File: src/rtl/mc_ctrl_pkg.sv
package mc_ctrl_pkg;

  localparam int unsigned ST_W = 4;
  localparam int unsigned OP_W = 6;

  localparam logic [OP_W-1:0] OPC_RTYPE = 6'b000000;
  localparam logic [OP_W-1:0] OPC_JUMP  = 6'b000010;
  localparam logic [OP_W-1:0] OPC_BEQ   = 6'b000100;
  localparam logic [OP_W-1:0] OPC_ADDI  = 6'b001000;
  localparam logic [OP_W-1:0] OPC_LOAD  = 6'b100011;
  localparam logic [OP_W-1:0] OPC_STORE = 6'b101011;

  typedef enum logic [ST_W-1:0] {
    ST_FETCH   = 4'd0,
    ST_DECODE  = 4'd1,
    ST_ADDR    = 4'd2,
    ST_LD_MEM  = 4'd3,
    ST_LD_WB   = 4'd4,
    ST_ST_MEM  = 4'd5,
    ST_R_EXEC  = 4'd6,
    ST_R_WB    = 4'd7,
    ST_BRANCH  = 4'd8,
    ST_JUMP    = 4'd9,
    ST_ADDI_WB = 4'd10
  } state_e;

  typedef enum logic [2:0] {
    CLS_RTYPE,
    CLS_LOAD,
    CLS_STORE,
    CLS_BEQ,
    CLS_JUMP,
    CLS_ADDI,
    CLS_BAD
  } opclass_e;

  typedef struct packed {
    logic       pc_write;
    logic       pc_write_cond;
    logic       iord;
    logic       mem_read;
    logic       mem_write;
    logic       ir_write;
    logic       mem_to_reg;
    logic [1:0] pc_src;
    logic [1:0] alu_op;
    logic       alu_src_a;
    logic [1:0] alu_src_b;
    logic       reg_write;
    logic       reg_dst;
  } ctrl_t;

endpackage

File: src/rtl/mc_ctrl_opclass.sv
module mc_ctrl_opclass
  import mc_ctrl_pkg::*;
(
  input  logic [OP_W-1:0] opcode_i,
  output opclass_e        cls_o
);

  always_comb begin
    case (opcode_i)
      OPC_RTYPE: cls_o = CLS_RTYPE;
      OPC_LOAD:  cls_o = CLS_LOAD;
      OPC_STORE: cls_o = CLS_STORE;
      OPC_BEQ:   cls_o = CLS_BEQ;
      OPC_JUMP:  cls_o = CLS_JUMP;
      OPC_ADDI:  cls_o = CLS_ADDI;
      default:   cls_o = CLS_BAD;
    endcase
  end

endmodule

File: src/rtl/mc_ctrl_next.sv
module mc_ctrl_next
  import mc_ctrl_pkg::*;
(
  input  state_e   state_i,
  input  opclass_e cls_i,
  output state_e   next_o,
  output logic     bad_op_o
);

  always_comb begin
    next_o   = ST_FETCH;
    bad_op_o = 1'b0;
    case (state_i)
      ST_FETCH: next_o = ST_DECODE;
      ST_DECODE: begin
        case (cls_i)
          CLS_LOAD, CLS_STORE, CLS_ADDI: next_o = ST_ADDR;
          CLS_RTYPE:                     next_o = ST_R_EXEC;
          CLS_BEQ:                       next_o = ST_BRANCH;
          CLS_JUMP:                      next_o = ST_JUMP;
          default: begin
            next_o   = ST_FETCH;
            bad_op_o = 1'b1;
          end
        endcase
      end
      ST_ADDR: begin
        case (cls_i)
          CLS_LOAD:  next_o = ST_LD_MEM;
          CLS_STORE: next_o = ST_ST_MEM;
          CLS_ADDI:  next_o = ST_ADDI_WB;
          default:   next_o = ST_FETCH;
        endcase
      end
      ST_LD_MEM: next_o = ST_LD_WB;
      ST_R_EXEC: next_o = ST_R_WB;
      default:   next_o = ST_FETCH;
    endcase
  end

endmodule

File: src/rtl/mc_ctrl_decode.sv
module mc_ctrl_decode
  import mc_ctrl_pkg::*;
(
  input  state_e state_i,
  output ctrl_t  ctrl_o
);

  // don't-care lines are driven low
  always_comb begin
    ctrl_o = '0;
    case (state_i)
      ST_FETCH: begin
        ctrl_o.pc_write  = 1'b1;
        ctrl_o.mem_read  = 1'b1;
        ctrl_o.ir_write  = 1'b1;
        ctrl_o.alu_src_b = 2'b01;
      end
      ST_DECODE: ctrl_o.alu_src_b = 2'b11;
      ST_ADDR: begin
        ctrl_o.alu_src_a = 1'b1;
        ctrl_o.alu_src_b = 2'b10;
      end
      ST_LD_MEM: begin
        ctrl_o.mem_read = 1'b1;
        ctrl_o.iord     = 1'b1;
      end
      ST_LD_WB: begin
        ctrl_o.reg_write  = 1'b1;
        ctrl_o.mem_to_reg = 1'b1;
      end
      ST_ST_MEM: begin
        ctrl_o.mem_write = 1'b1;
        ctrl_o.iord      = 1'b1;
      end
      ST_R_EXEC: begin
        ctrl_o.alu_src_a = 1'b1;
        ctrl_o.alu_op    = 2'b10;
      end
      ST_R_WB: begin
        ctrl_o.reg_write = 1'b1;
        ctrl_o.reg_dst   = 1'b1;
      end
      ST_BRANCH: begin
        ctrl_o.alu_src_a     = 1'b1;
        ctrl_o.alu_op        = 2'b01;
        ctrl_o.pc_src        = 2'b01;
        ctrl_o.pc_write_cond = 1'b1;
      end
      ST_JUMP: begin
        ctrl_o.pc_src   = 2'b10;
        ctrl_o.pc_write = 1'b1;
      end
      ST_ADDI_WB: ctrl_o.reg_write = 1'b1;
      default: ctrl_o = '0;
    endcase
  end

endmodule

File: src/rtl/mc_ctrl_fsm.sv
module mc_ctrl_fsm
  import mc_ctrl_pkg::*;
(
  input  logic            clk_i,
  input  logic            rst_ni,
  input  logic [OP_W-1:0] opcode_i,
  output logic            pc_write_o,
  output logic            pc_write_cond_o,
  output logic            iord_o,
  output logic            mem_read_o,
  output logic            mem_write_o,
  output logic            ir_write_o,
  output logic            mem_to_reg_o,
  output logic [1:0]      pc_src_o,
  output logic [1:0]      alu_op_o,
  output logic            alu_src_a_o,
  output logic [1:0]      alu_src_b_o,
  output logic            reg_write_o,
  output logic            reg_dst_o,
  output logic [ST_W-1:0] state_o,
  output logic            illegal_o
);

  state_e   state_q, state_d;
  opclass_e cls;
  logic     bad_op, illegal_q;
  ctrl_t    ctrl;

  mc_ctrl_opclass u_cls (.opcode_i(opcode_i), .cls_o(cls));

  mc_ctrl_next u_next (
    .state_i (state_q),
    .cls_i   (cls),
    .next_o  (state_d),
    .bad_op_o(bad_op)
  );

  mc_ctrl_decode u_dec (.state_i(state_q), .ctrl_o(ctrl));

  always_ff @(posedge clk_i or negedge rst_ni) begin
    if (!rst_ni) begin
      state_q   <= ST_FETCH;
      illegal_q <= 1'b0;
    end else begin
      state_q   <= state_d;
      illegal_q <= bad_op;
    end
  end

  assign state_o         = state_q;
  assign illegal_o       = illegal_q;
  assign pc_write_o      = ctrl.pc_write;
  assign pc_write_cond_o = ctrl.pc_write_cond;
  assign iord_o          = ctrl.iord;
  assign mem_read_o      = ctrl.mem_read;
  assign mem_write_o     = ctrl.mem_write;
  assign ir_write_o      = ctrl.ir_write;
  assign mem_to_reg_o    = ctrl.mem_to_reg;
  assign pc_src_o        = ctrl.pc_src;
  assign alu_op_o        = ctrl.alu_op;
  assign alu_src_a_o     = ctrl.alu_src_a;
  assign alu_src_b_o     = ctrl.alu_src_b;
  assign reg_write_o     = ctrl.reg_write;
  assign reg_dst_o       = ctrl.reg_dst;

  a_r2_fetch_to_decode: assert property (@(posedge clk_i) disable iff (!rst_ni)
    (state_o == 4'd0) |=> (state_o == 4'd1));
  a_r2_fetch_loads_ir: assert property (@(posedge clk_i) disable iff (!rst_ni)
    (state_o == 4'd0) |-> (ir_write_o && pc_write_o && mem_read_o));
  a_r5_load_chain: assert property (@(posedge clk_i) disable iff (!rst_ni)
    (state_o == 4'd3) |=> (state_o == 4'd4));
  a_r7_rtype_chain: assert property (@(posedge clk_i) disable iff (!rst_ni)
    (state_o == 4'd6) |=> (state_o == 4'd7));
  a_r8_cond_only_branch: assert property (@(posedge clk_i) disable iff (!rst_ni)
    pc_write_cond_o |-> (state_o == 4'd8));
  a_r11_tail_returns: assert property (@(posedge clk_i) disable iff (!rst_ni)
    (state_o inside {4'd4, 4'd5, 4'd7, 4'd8, 4'd9, 4'd10}) |=> (state_o == 4'd0));
  a_r11_mem_exclusive: assert property (@(posedge clk_i) disable iff (!rst_ni)
    !(mem_read_o && mem_write_o));
  a_r12_illegal_in_fetch: assert property (@(posedge clk_i) disable iff (!rst_ni)
    illegal_o |-> (state_o == 4'd0));
  a_r12_illegal_one_cycle: assert property (@(posedge clk_i) disable iff (!rst_ni)
    illegal_o |=> !illegal_o);

endmodule

File: config.mk
export PLATFORM = sky130hd
export DESIGN_NAME = mc_ctrl_fsm
export DESIGN_NICKNAME = d
export VERILOG_FILES = /design/src/rtl/mc_ctrl_pkg.sv /design/src/rtl/mc_ctrl_opclass.sv /design/src/rtl/mc_ctrl_next.sv /design/src/rtl/mc_ctrl_decode.sv /design/src/rtl/mc_ctrl_fsm.sv
export SDC_FILE = /design/constraint.sdc
export NUM_CORES = 1
export LEC_CHECK = 0
export BUFFER_PORTS_ARGS = -buffer_cell sky130_fd_sc_hd__buf_4
export CORE_MARGIN = 2
export CORE_UTILIZATION = 40
export DETAILED_ROUTE_END_ITERATION = 10
export HOLD_SLACK_MARGIN = 0.15
export PLACE_DENSITY = 0.74
export SYNTH_ARGS = -nofsm -noshare
export SYNTH_HDL_FRONTEND = slang
export SYNTH_SLANG_ARGS = --single-unit
File: constraint.sdc
create_clock -name clk_i -period 2.6 [get_ports clk_i]
set_input_delay 0.26 -clock clk_i [delete_from_list [all_inputs] [get_ports clk_i]]
set_output_delay 0.26 -clock clk_i [all_outputs]
set_load 0.02 [all_outputs]
==> out/metrics.cfg <==
[power]
power_leakage_nw=0.365
power_mw=0.562
power.density_nw_per_um2=699
ir_drop_mv=0.339

[floorplan]
fp.dieH_um=42.5
die-area_um2=1800
rows=13
die_x_um=42.5
initial_core_util_pct=44.4
io_pins=29
core-area_um2=1330

[timing]
max_freq_ghz=0.528
setup-violations-final=0
tns_ps=0
slew_headroom_pct=68.9
fin_crit_sh_pct=72.8
layout_min_cycle_time_ps=1890
hold_violations=0
final.setup.worst_slack_ps=706
maxSlewViolCount=0
rsz0062_at_grt=false
fin_skew_ps=4.80
worst_slew_pin_slew_ps=466

[grt]
grt.total_usage_pct=20.1
grt_max_degree=17
antenna_found_initial=0
grt.overflow.total=0
grt_pass1_vias=633
grt_first_pass_wirelength_um=2740

[detailed_routing]
vias=682
dr.first_iter.drc_count=14
drc=0
ant_nets=0
wire_per_inst_um=13.3
finalWirelength_um=1620
first_pass_iters=4
vias_per_cell=5.64

[cells_and_area]
layout_commonest_cell=buf_4
postLayoutCellArea_um2=803
fin_cells=121
drive_gt1_share_pct=40.6
seq_area_um2=125
multi_input_area_um2=397
nets=115
num_antenna_cells=0
syn_to_final_growth_pct=35.7
n_fill_cell=134
layout_common_cells=buf_4, nor2_1, nor3_1

[cts]
cts_htree_levels=1
cts_post_setup_buffers_inserted=0
clk_pin_slew_ps=50
cts_root_buf=clkbuf_4
post_cts_resized=0
cts.sinks=5
cts_made_buffers=3
clk_latency_ps=260
ctsHoldBuffers=1
cts_tree=done
clk_path_buf_depth=2

[synth]
synth_top_area_share_pct=21.1
yosysTopAreaCell=dfrtp_1
synth_area_leaders=dfrtp_1, nor2_1, nor3_1
synthCells=80
yosys_register_bits=5
synthesis.nets=88
netlist_area_um2=592
synth_cell_types=33
synth.avg_cell_area_um2=7.40
ys_seq_area_share_pct=21.1
synth_warnings=0

[place]
gp_congestion=0.763
dpl.cell_count=116
place_ws_ps=996
placed_cell_area_um2=766
place_hpwl_um=1260
port_buffers=28

[setup_path]
path_max_fanout=13
endpoint=pc_write_o
startpoint_type=flip-flop
worst-path-stages=4
worstPathCellList=nand2b_1, nor2_1, or2_2, buf_4
required_ps=2340
r2r-end=state_o[0]
max_stage_delay_ps=580
reg2reg_slack_ps=1070
rr_startpoint=state_o[1]
crit_arrival_ps=1630
reg2reg_depth=4
crit_family=simple AND/OR/NAND/NOR gates
path_buf_inv=1
crit_start=state_o[1]
crit_type=flip-flop to primary output
crit_slowest_cell=dfrtp_1
endpoint_kind=primary output

[flow_run]
drv_cap=0

[hold_path]
min_path_type=input pin to flip-flop

[run_status]
status=finished clean

## registers in the layout, summed over array words and instances (netlist names)
name       cells
state_o        4
illegal_o      1
## area by class of cell
type,instances,area share [%]
Clock buffer,3,2.80
Timing Repair Buffer,29,27.4
Tap cell,15,2.34
Clock inverter,1,0.623
Inverter,4,1.87
Multi-Input combinational cell,64,49.4
Sequential cell,5,15.6
## synthesized netlist by cell type
library cell / n
nor2_1: 11
nor3_1: 8
dfrtp_1: 5
nand2_1: 5
inv_1: 4
o22ai_1: 4
or2_2: 4
xnor2_1: 4
clkbuf_1: 3
a21oi_1: 2
a31oi_1: 2
buf_6: 2
nand3_1: 2
nor4_1: 2
o21ai_0: 2
or2b_2: 2
or3_1: 2
a2111oi_2: 1
a211o_2: 1
a21o_1: 1
buf_4: 1
clkbuf_8: 1
maj3_1: 1
mux2_2: 1
nand2b_1: 1
nand4_1: 1
nand4b_1: 1
nor3b_1: 1
o22a_2: 1
o31ai_1: 1
o32ai_1: 1
or2_1: 1
or3_4: 1
## worst min path at each step
stage / cells past startpoint / end / startpoint
floorplan: 0 / illegal_o / rst_ni
global placement: 1 / state_o[0] / rst_ni
finish: 3 / state_o[3] / opcode_i[4]
CTS: 3 / state_o[3] / opcode_i[4]
global route: 2 / state_o[3] / rst_ni
detailed placement: 1 / state_o[1] / rst_ni
## stage by stage
stage	hold WS, ps	util (%)
2_1_floorplan	-35.6	-
3_5_place_dp	64.4	57.4
4_1_cts	324	60.2
5_1_grt	355	60.2
6_report	331	60.2
3_3_place_gp	60.8	57.4
## worst reg2reg max path: stages (launching register included)
cell     delay [ps]
dfrtp_1         580
or2b_2          380
nor2_1          180
nand4_1         150
o22ai_1         160
## report_power, final
group          leakage (nW)  switching, mW  internal (mW)
Sequential           0.0655         0.0445         0.0959
Clock                0.0177         0.0389         0.0561
Combinational         0.281          0.183          0.143
Total                 0.365          0.266          0.295
## layer usage
| layer | track usage (%) | vias up | share of wire [%] |
|---|---|---|---|
| met2 | 31.1 | 40 | 46 |
| met4 | 13.1 | 0 | 4.3 |
| met5 | 0 | - | 0 |
| met3 | 6.03 | 7 | 9.2 |
| li1 | - | 338 | - |
| met1 | 23.9 | 297 | 41 |
## cells by family after synthesis
group | Yosys count | share of synthesized area, %
simple gates | 42 | 37.8
fa+ha+maj | 1 | 1.69
compound gates | 16 | 19.7
xor+xnor | 4 | 5.92
mux | 1 | 1.90
buf+inv | 11 | 11.8
flops | 5 | 21.1
Note: power is estimated with default switching activity, not from simulation.
